## src/rtl/burst_run_pkg.sv

```systemverilog
package burst_run_pkg;

    localparam int unsigned DEF_SYM_W = 8;
    localparam int unsigned DEF_LOC_N = 5;
    localparam int unsigned DEF_EVL_N = 4;
    localparam int unsigned DEF_LEN_W = 5;

    typedef enum logic [1:0] {
        TRK_WAIT_FIRST = 2'd0,
        TRK_RUN        = 2'd1,
        TRK_FINISHED   = 2'd2
    } trk_state_e;

    typedef struct packed {
        logic load_first;
        logic shift;
        logic equal;
        logic take_best;
    } trk_ctrl_t;

endpackage

```

## src/rtl/burst_run_cmp.sv

```systemverilog
module burst_run_cmp #(
    parameter int unsigned SYM_W = 8,
    parameter int unsigned NCOEF = 5
) (
    input  logic [SYM_W*NCOEF-1:0] poly_a,
    input  logic [SYM_W*NCOEF-1:0] poly_b,
    output logic                   same
);
    logic [NCOEF-1:0] coef_eq;

    for (genvar k = 0; k < NCOEF; k++) begin : g_coef
        assign coef_eq[k] = (poly_a[k*SYM_W +: SYM_W] == poly_b[k*SYM_W +: SYM_W]);
    end

    assign same = &coef_eq;
endmodule

```

## src/rtl/burst_run_sched.sv

```systemverilog
module burst_run_sched
    import burst_run_pkg::*;
#(
    parameter int unsigned LEN_W = 5
) (
    input  logic             clk,
    input  logic             rst,
    input  logic             start,
    input  logic             cand_valid,
    input  logic             cand_last,
    input  logic             loc_same,
    output trk_ctrl_t        ctrl,
    output logic [LEN_W-1:0] best_len,
    output logic             done
);
    localparam logic [LEN_W-1:0] LEN_MAX = {LEN_W{1'b1}};
    localparam logic [LEN_W-1:0] LEN_ONE = LEN_W'(1);

    trk_state_e       state;
    logic [LEN_W-1:0] run_len;
    logic [LEN_W-1:0] next_len;
    logic             cur_is_best;
    logic             accept;

    always_comb begin
        accept          = cand_valid && !start && (state != TRK_FINISHED);
        ctrl.load_first = accept && (state == TRK_WAIT_FIRST);
        ctrl.shift      = accept && (state == TRK_RUN);
        ctrl.equal      = ctrl.shift && loc_same;
        if (ctrl.equal)
            next_len = (run_len == LEN_MAX) ? run_len : run_len + LEN_ONE;
        else
            next_len = LEN_ONE;
        ctrl.take_best  = ctrl.load_first ||
                          (ctrl.equal && (cur_is_best || (next_len > best_len)));
    end

    always_ff @(posedge clk) begin
        if (rst || start) begin
            state       <= TRK_WAIT_FIRST;
            run_len     <= '0;
            best_len    <= '0;
            cur_is_best <= 1'b0;
            done        <= 1'b0;
        end else begin
            done <= accept && cand_last;
            if (ctrl.load_first || ctrl.shift) begin
                run_len     <= next_len;
                cur_is_best <= ctrl.take_best;
                if (ctrl.take_best)
                    best_len <= next_len;
                state <= cand_last ? TRK_FINISHED : TRK_RUN;
            end
        end
    end


    done_single_pulse_chk: assert property (@(posedge clk) disable iff (rst)
        done |=> !done);


    mismatch_restart_chk: assert property (@(posedge clk) disable iff (rst)
        (ctrl.shift && !ctrl.equal && !start) |=> (run_len == LEN_ONE));


    best_covers_run_chk: assert property (@(posedge clk) disable iff (rst)
        best_len >= run_len);


    finished_hold_chk: assert property (@(posedge clk) disable iff (rst)
        (state == TRK_FINISHED && !start) |=> ($stable(best_len) && !done));


    start_clear_chk: assert property (@(posedge clk) disable iff (rst)
        start |=> (best_len == '0 && !done && run_len == '0));
endmodule

```

## src/rtl/burst_run_regs.sv

```systemverilog
module burst_run_regs
    import burst_run_pkg::*;
#(
    parameter int unsigned LOC_W = 40,
    parameter int unsigned EVL_W = 32
) (
    input  logic             clk,
    input  logic             rst,
    input  logic             start,
    input  trk_ctrl_t        ctrl,
    input  logic [LOC_W-1:0] cand_loc,
    input  logic [EVL_W-1:0] cand_evl,
    output logic [LOC_W-1:0] run_loc,
    output logic [LOC_W-1:0] best_loc,
    output logic [EVL_W-1:0] best_evl
);
    always_ff @(posedge clk) begin
        if (rst || start) begin
            run_loc  <= '0;
            best_loc <= '0;
            best_evl <= '0;
        end else begin
            if (ctrl.load_first || (ctrl.shift && !ctrl.equal))
                run_loc <= cand_loc;
            if (ctrl.take_best) begin
                best_loc <= cand_loc;
                best_evl <= cand_evl;
            end
        end
    end


    equal_means_match_chk: assert property (@(posedge clk) disable iff (rst)
        ctrl.equal |-> (cand_loc == run_loc));


    start_clears_pair_chk: assert property (@(posedge clk) disable iff (rst)
        start |=> (best_loc == '0 && best_evl == '0));
endmodule

```

## src/rtl/burst_run_tracker.sv

```systemverilog
module burst_run_tracker
    import burst_run_pkg::*;
#(
    parameter int unsigned SYM_W = DEF_SYM_W,
    parameter int unsigned LOC_N = DEF_LOC_N,
    parameter int unsigned EVL_N = DEF_EVL_N,
    parameter int unsigned LEN_W = DEF_LEN_W
) (
    input  logic                   clk,
    input  logic                   rst,
    input  logic                   start,
    input  logic                   cand_valid,
    input  logic                   cand_last,
    input  logic [SYM_W*LOC_N-1:0] cand_loc,
    input  logic [SYM_W*EVL_N-1:0] cand_evl,
    output logic [SYM_W*LOC_N-1:0] best_loc,
    output logic [SYM_W*EVL_N-1:0] best_evl,
    output logic [LEN_W-1:0]       best_len,
    output logic                   done
);
    localparam int unsigned LOC_W = SYM_W * LOC_N;
    localparam int unsigned EVL_W = SYM_W * EVL_N;

    trk_ctrl_t        ctrl;
    logic             loc_same;
    logic [LOC_W-1:0] run_loc;

    burst_run_cmp #(.SYM_W(SYM_W), .NCOEF(LOC_N)) u_cmp (
        .poly_a (cand_loc),
        .poly_b (run_loc),
        .same   (loc_same)
    );

    burst_run_sched #(.LEN_W(LEN_W)) u_sched (
        .clk        (clk),
        .rst        (rst),
        .start      (start),
        .cand_valid (cand_valid),
        .cand_last  (cand_last),
        .loc_same   (loc_same),
        .ctrl       (ctrl),
        .best_len   (best_len),
        .done       (done)
    );

    burst_run_regs #(.LOC_W(LOC_W), .EVL_W(EVL_W)) u_regs (
        .clk      (clk),
        .rst      (rst),
        .start    (start),
        .ctrl     (ctrl),
        .cand_loc (cand_loc),
        .cand_evl (cand_evl),
        .run_loc  (run_loc),
        .best_loc (best_loc),
        .best_evl (best_evl)
    );
endmodule

```

## config.mk

```make
export PLATFORM = sky130hd
export DESIGN_NAME = burst_run_tracker
export DESIGN_NICKNAME = d
export VERILOG_FILES = /design/src/rtl/burst_run_pkg.sv /design/src/rtl/burst_run_cmp.sv /design/src/rtl/burst_run_sched.sv /design/src/rtl/burst_run_regs.sv /design/src/rtl/burst_run_tracker.sv
export SDC_FILE = /design/constraint.sdc
export NUM_CORES = 1
export LEC_CHECK = 0
export CAP_MARGIN = 20
export CORE_ASPECT_RATIO = 0.5
export CORE_MARGIN = 3
export CORE_UTILIZATION = 31
export DETAILED_ROUTE_END_ITERATION = 16
export PLACE_DENSITY = 0.51
export SYNTH_ARGS = -nofsm -noshare
export SYNTH_HDL_FRONTEND = slang
export SYNTH_SLANG_ARGS = --single-unit
```

## constraint.sdc

```tcl
create_clock -name clk -period 5.67 [get_ports clk]
set_input_delay 1.4175 -clock clk [delete_from_list [all_inputs] [get_ports clk]]
set_output_delay 1.4175 -clock clk [all_outputs]
set_load 0.02 [all_outputs]
```

==> impl_metrics.toml, run 1 <==
[outcome]
status = "finished clean"

[drt]
ant_nets = 0
avgRoutedWirePerCell_um = 18.3
drtPass1Iterations = 5
drtIter0Drc = 379
wirelength_mm = 19.1
drc_errors = 0
routed_via_density = 5.37
num_vias = 5607

[clock_network]
path_clk_slew_ps = 60
ctsResizeCount = 0
cts_hold_buffers = 0
worstSkewPairLatency_ps = 420
clk_path_buf_depth = 2
cts-htree-levels = 4
postCtsSetupBuffers = 0
numCtsBuffers = 17
clock-sinks = 126
tritoncts = "done"
cts-root-buf = "clkbuf_16"

[setup_path]
critPathLaunchType = "primary input"
critPathArrivalTime_ps = 5300
critPathCaptureType = "flip-flop"
path_class = "in2reg"
r2r_slack_ps = 1900
critPathMaxFanout = 42
required_ps = 6020

[worst_hold_path]
hold_path.class = "reg2reg"

[timing]
tns_ps = 0
worst_pin_slew_ps = 1070
fin_crit_sh_pct = 87.3
max_freq_ghz = 0.202
grt_setup_unrepaired = "no"
finalSetupViolCount = 0
relSlewSlack_pct = 28.7
drv_slew = 0
period_needed_ps = 4950
final-hold-violation-count = 0
finClkSkew_ps = 13.6

[power_and_ir_drop]
sequentialPowerShare_pct = 39.2
internal_power_mw = 1.76
leakage_nw = 2.47
p_per_area_mw_per_mm2 = 289
pwr-share-comb_pct = 10.2
power.switching_uw = 570
power.share.clock_pct = 50.6
peakVddDrop_mv = 0.221
switching_share_pct = 24.4

[floorplan]
die_w_um = 199
rows = 34
die_area_mm2 = 0.0203
ios = 155
core_area_mm2 = 0.0178
die_height_um = 102
start_util_pct = 32.3

[logic_synthesis]
ys_ff_latch = 126
synthXorXnorAreaFrac_pct = 6.55
synth-adder-area-share_pct = 1.31
ys_warn_count = 0
synth_top_family_by_area = "compound AO/OA/AOI/OAI gates"
syn_avg_cell_area_um2 = 8.40
synth-simple-area-share_pct = 15.3
synthMuxAreaShare_pct = 0.174
yosysSeqAreaShare_pct = 43.9
synth_area_mm2 = 0.00575
netlist_instances = 684
synth_edf_count = 0
synth_nets = 767
synth_compound_area_share_pct = 26.5
yosysUniqueCellTypes = 39
synth-main-ff-cell = "dfxtp_1"
async_reset_ff_share_pct = 0

[placed_design]
gp_congestion = 0.801
placed_area_mm2 = 0.00743
dp_hpwl_mm = 12.1
io_buffers = 154

[cells_and_area]
drive_gt1_share_pct = 6.66
nets = 881
area_growth_syn_to_layout_pct = 40.3
fin_area_mm2 = 0.00807
antenna_cells = 0
num-fill-cells = 1741

[global_route]
track_usage_pct = 18.8
grt_max_degree = 77
grt_overflow_total = 0
antenna_found_initial = 0
first_global_vias = 5393
grt_pass1_wl_mm = 30.1

[run]
maxCapViolations = 0
[path summary, 6_finish.rpt]
path	from	end	cells past startpoint
max	cand_loc[15]	u_sched.best_len[0]$_SDFFE_PP0P_	15
min	u_sched.state[1]$_SDFFE_PP0P_	u_sched.done$_SDFF_PP0_	1
min reg2reg	u_sched.state[1]$_SDFFE_PP0P_	u_sched.done$_SDFF_PP0_	1
max reg2reg	u_regs.run_loc[15]$_SDFFE_PP0P_	u_sched.best_len[0]$_SDFFE_PP0P_	14
[stage by stage]
stage | hold slack (ps) | std cells | worst slack (ps) | util [%] | total power [mW]
2_1_floorplan | 427 | 684 | 1140 | - | 1.05
3_3_place_gp | 450 | 1012 | 462 | 41.6 | 1.17
3_5_place_dp | 451 | 1013 | 368 | 41.8 | 1.17
4_1_cts | 461 | 1045 | 813 | 45.4 | 2.36
5_1_grt | 482 | 1045 | 348 | 45.4 | 2.42
6_report | 462 | 1045 | 720 | 45.4 | 2.33
[state kept, by name, summed over array words and instances (netlist names)]
register / cells
u_sched.done: 1
u_regs.best_evl: 32
u_regs.run_loc: 40
u_sched.state: 2
u_sched.cur_is_best: 1
u_sched.run_len: 5
u_regs.best_loc: 40
u_sched.best_len: 5
[critical path: stages]
cell and delay [ps]:
clkdlybuf4s50_1 470, xnor2_1 380, nand4_1 220, nor4_1 490, and4_1 270, nand2_1 140, a21oi_1 170, ha_1 260
nand3_1 80, o22ai_1 70, a21oi_1 280, o2111a_2 240, buf_4 430, o221ai_1 200, a21oi_1 160
[Yosys cell counts, drive strengths merged (2+ instances only)]
cell,instances,area share (%)
inv,6,0.39
dfxtp,126,44
a21oi,127,11
buf,26,2.7
clkbuf,48,3.1
nand2,11,0.72
o211ai,72,9.4
xnor2,42,6.4
and2,2,0.22
o31ai,3,0.39
nor2,11,0.72
nor3,3,0.26
a2111o,2,0.39
nor4,4,0.65
o2111ai,2,0.41
o21ai,42,3.7
nand3,120,10
nand4,17,1.9
ha,6,1.3
[layout make-up]
type	count	area [µm²]	area share, %
timing repair buffer	169	1710	21.2
clock inverter	13	189	2.34
sequential	126	2520	31.3
clock buffer	19	443	5.49
multi-input combinational	478	2880	35.8
inverter	6	22.5	0.279
tap	234	293	3.63
[cells by family (layout without fill, tap and decap cells)]
family / count (synthesis) / count (layout)
AO/OA/AOI/OAI: 256 / 256
buffers and inverters: 80 / 207
flip-flops: 126 / 126
AND/OR/NAND/NOR: 172 / 172
XOR/XNOR: 43 / 43
adder cells (fa/ha/maj): 6 / 6
multiplexers: 1 / 1
[power groups by stage]
stage	Clock, mW	Sequential, mW	Combinational [mW]
floorplan	0	0.947	0.0995
global placement	0	0.934	0.235
detailed placement	0	0.934	0.237
CTS	1.21	0.915	0.239
global route	1.25	0.916	0.258
finish	1.18	0.915	0.238
[layout by cell type (no fill, tap or decap), types with 4 or more instances in the layout]
master             n
a21oi_1          127
ha_1               6
o21ai_1            4
buf_4             11
o21ai_0           38
xnor2_1           42
nand3_1          120
nand2_1           10
clkinvlp_4         5
bufinv_16          4
nand4_1           17
inv_1              5
clkdlybuf4s50_1  154
nor2_1            11
clkbuf_16         17
o211ai_1          72
dfxtp_1          126
[per-layer routing]
| layer | vias to the layer above | GRT usage (%) | share of wire, % |
|---|---|---|---|
| met3 | 12 | 3.62 | 4.6 |
| met5 | - | 0 | 0 |
| met1 | 2706 | 28.0 | 51 |
| li1 | 2762 | - | - |
| met4 | 0 | 4.69 | 0.75 |
| met2 | 127 | 27.8 | 43 |
Note: power is estimated with default switching activity, not from simulation.
==> run 2, diff against run 1 <==
Settings changed: CORE_MARGIN 3 to default, PLACE_DENSITY 0.51 to 0.53.
Clock period 5.67 ns to 4.25 ns, I/O delays scaled along.
==> run 2 against run 1 <==
Flip-flop and latch count stayed put. Routed wire length is 0.93% lower. Critical path depth stayed put. Sequential share of layout area is 2.1 points lower. Sequential power is 33% higher. Setup slack worse by 570 ps. Power is 35% higher. Utilization is 3.4 points higher. Count of clock-buffer cells in the layout stayed put. Register-to-register slack worse by 1100 ps. Largest cell class unchanged. Highest routed layer unchanged.
==> impl_metrics.toml, run 2 (synthesized netlist as in run 1, its figures left out) <==
[outcome]
status = "finished clean"

[global_route]
grtUsageMet2_pct = 29.8
first_global_vias = 5386
grt_pass1_wl_mm = 29.4
busiest_layer = "met2"
antenna_found_initial = 0
grt_max_degree = 88
grtUsageMet3_pct = 4.01
grt_overflow_total = 0
track_usage_pct = 19.3
met1_usage_pct = 27.3

[placed_design]
dp_hpwl_mm = 12.1
dpl_worst_slack_ps = -479
io_buffers = 154
gp_congestion = 0.838
placed_area_mm2 = 0.00773

[setup_path]
r2r-end = "u_regs.best_loc[19]$_SDFFE_PP0P_"
slowest_stage = "clkdlybuf4s50_1"
r2r_slack_ps = 830
ff2ff_path_depth = 15
critPathCaptureType = "flip-flop"
critPathMaxFanout = 26
critPathArrivalTime_ps = 4350
crit_chain = "clkdlybuf4s50_1 > xnor2_2 > nand4_1 > nor4_2 > and4_4 > nand2_2 > nor2_1 > ha_1 > nor2b_1 > o31ai_1 > a21oi_2 > o2111a_2 > clkbuf_16 > o211ai_1 > a21oi_1"
critPathLaunchType = "primary input"
worstReg2RegStart = "u_regs.run_loc[3]$_SDFFE_PP0P_"
path_class = "in2reg"
max_stage_delay_ps = 500
required_ps = 4490

[drt]
routed_via_density = 5.31
drc_errors = 0
wirelength_mm = 19.0
drtIter0Drc = 349
ant_nets = 0
drtPass1Iterations = 5
avgRoutedWirePerCell_um = 17.5
num_vias = 5769

[power_and_ir_drop]
leakage_nw = 2.98
p_per_area_mw_per_mm2 = 365
peakVddDrop_mv = 0.274

[worst_hold_path]
worst_hold_path.num_cells = 1
hold_start = "u_sched.state[1]$_SDFFE_PP0P_"
hold_path.class = "reg2reg"
worst_hold_path.endpoint = "u_sched.done$_SDFF_PP0_"

[clock_network]
cts_hold_buffers = 0
tritoncts = "done"
clock-sinks = 126
numCtsBuffers = 17
clk_path_buf_depth = 2
worstSkewPairLatency_ps = 410
cts-htree-levels = 4
path_clk_slew_ps = 60
cts-root-buf = "clkbuf_16"

[timing]
max_freq_ghz = 0.244
relSlewSlack_pct = 30.1
fin_ws_ps = 147
drv_slew = 0
period_needed_ps = 4100
finalSetupViolCount = 0
worst_pin_slew_ps = 1050
whs_ps = 465
final-hold-violation-count = 0
fin_crit_sh_pct = 96.5
finClkSkew_ps = 11.3

[cells_and_area]
fin_area_mm2 = 0.00865
num-fill-cells = 1684
area_growth_syn_to_layout_pct = 50.5
final_common_cell = "clkdlybuf4s50_1"
layout_common_cells = "clkdlybuf4s50_1, a21oi_1, dfxtp_1"
antenna_cells = 0
reg_top3 = "u_regs.best_loc (40), u_regs.run_loc (40), u_regs.best_evl (32)"
drive_gt1_share_pct = 14.3
nets = 923

[floorplan]
die_w_um = 195
core_area_mm2 = 0.0177
rows = 34
start_util_pct = 32.4
ios = 155
die_area_mm2 = 0.0191
die_height_um = 98.3

[run]
maxCapViolations = 0
==> run 2: cell types whose count changed in the layout (fill, tap and decap cells not counted), sizes merged <==
cell | before | now
buf | 15 | 56
clkbuf | 19 | 20
clkdlybuf4s50 | 154 | 135
clkinv | 3 | 7
clkinvlp | 5 | 2
dlymetal6s2s | 0 | 19
inv | 7 | 6
==> run 2: worst max-delay path, delay by kind of cell <==
kind	cells	cell delay (ps)
adders and majority gates	1	240
AOI/OAI and AO/OA	5	990
and+or+nand+nor	6	1050
xor gates and xnor gates	1	260
buffers and inverters	2	720
==> run 2: power by group <==
group	internal, mW	leakage (nW)	switching [mW]	total (mW)
registers	1.21	1.02	0.0152	1.22
clock network	1.02	0.309	0.565	1.58
logic	0.172	1.65	0.180	0.351
total	2.39	2.98	0.760	3.15
==> run 2: final cells by class <==
| cell class | instances | area (µm²) | area share (%) |
|---|---|---|---|
| multi-input cells | 478 | 3060 | 35.3 |
| flip-flops and latches | 126 | 2520 | 29.2 |
| repair buffers | 211 | 2110 | 24.4 |
| clock buffers | 19 | 453 | 5.24 |
| well taps | 234 | 293 | 3.39 |
| clock inverters | 13 | 189 | 2.18 |
| inverters | 6 | 22.5 | 0.260 |
==> run 2: how the worst max path moves through the flow <==
stage | start | end | slack, ps | cells after the start
after global placement | cand_loc[38] | u_regs.best_loc[26]$_SDFFE_PP0P_ | -470 | 16
after floorplan | cand_loc[25] | u_regs.best_loc[12]$_SDFFE_PP0P_ | 80 | 17
after CTS | cand_loc[38] | u_sched.best_len[2]$_SDFFE_PP0P_ | 20 | 16
after global routing | cand_loc[37] | u_regs.best_evl[8]$_SDFFE_PP0P_ | -40 | 15
final | cand_loc[26] | u_regs.best_loc[19]$_SDFFE_PP0P_ | 150 | 15
after detailed placement | cand_loc[38] | u_sched.best_len[2]$_SDFFE_PP0P_ | -480 | 16
==> run 2: metal layers <==
| metal | share of wire [%] | vias up |
|---|---|---|
| met5 | 0 | - |
| met3 | 4.0 | 19 |
| met4 | 0.95 | 0 |
| li1 | - | 2848 |
| met2 | 45 | 135 |
| met1 | 50 | 2767 |
==> run 2: metrics by stage <==
| step | power, mW | util (%) | TNS, ps | cells |
|---|---|---|---|---|
| final | 3.15 | 48.8 | 0 | 1087 |
| after global placement | 1.58 | 43.6 | -32100 | 1050 |
| after floorplan | 1.40 | - | 0 | 684 |
| after detailed placement | 1.59 | 43.6 | -33510 | 1050 |
| after CTS | 3.17 | 47.2 | 0 | 1082 |
| after global routing | 3.26 | 48.8 | -273 | 1087 |
==> run 2: repair_timing <==
action	CTS	global route
setup buffers	0	4
gates resized for setup	1	44
endpoints found under the setup margin	52	78
pin swaps	2	20
gates cloned	0	1
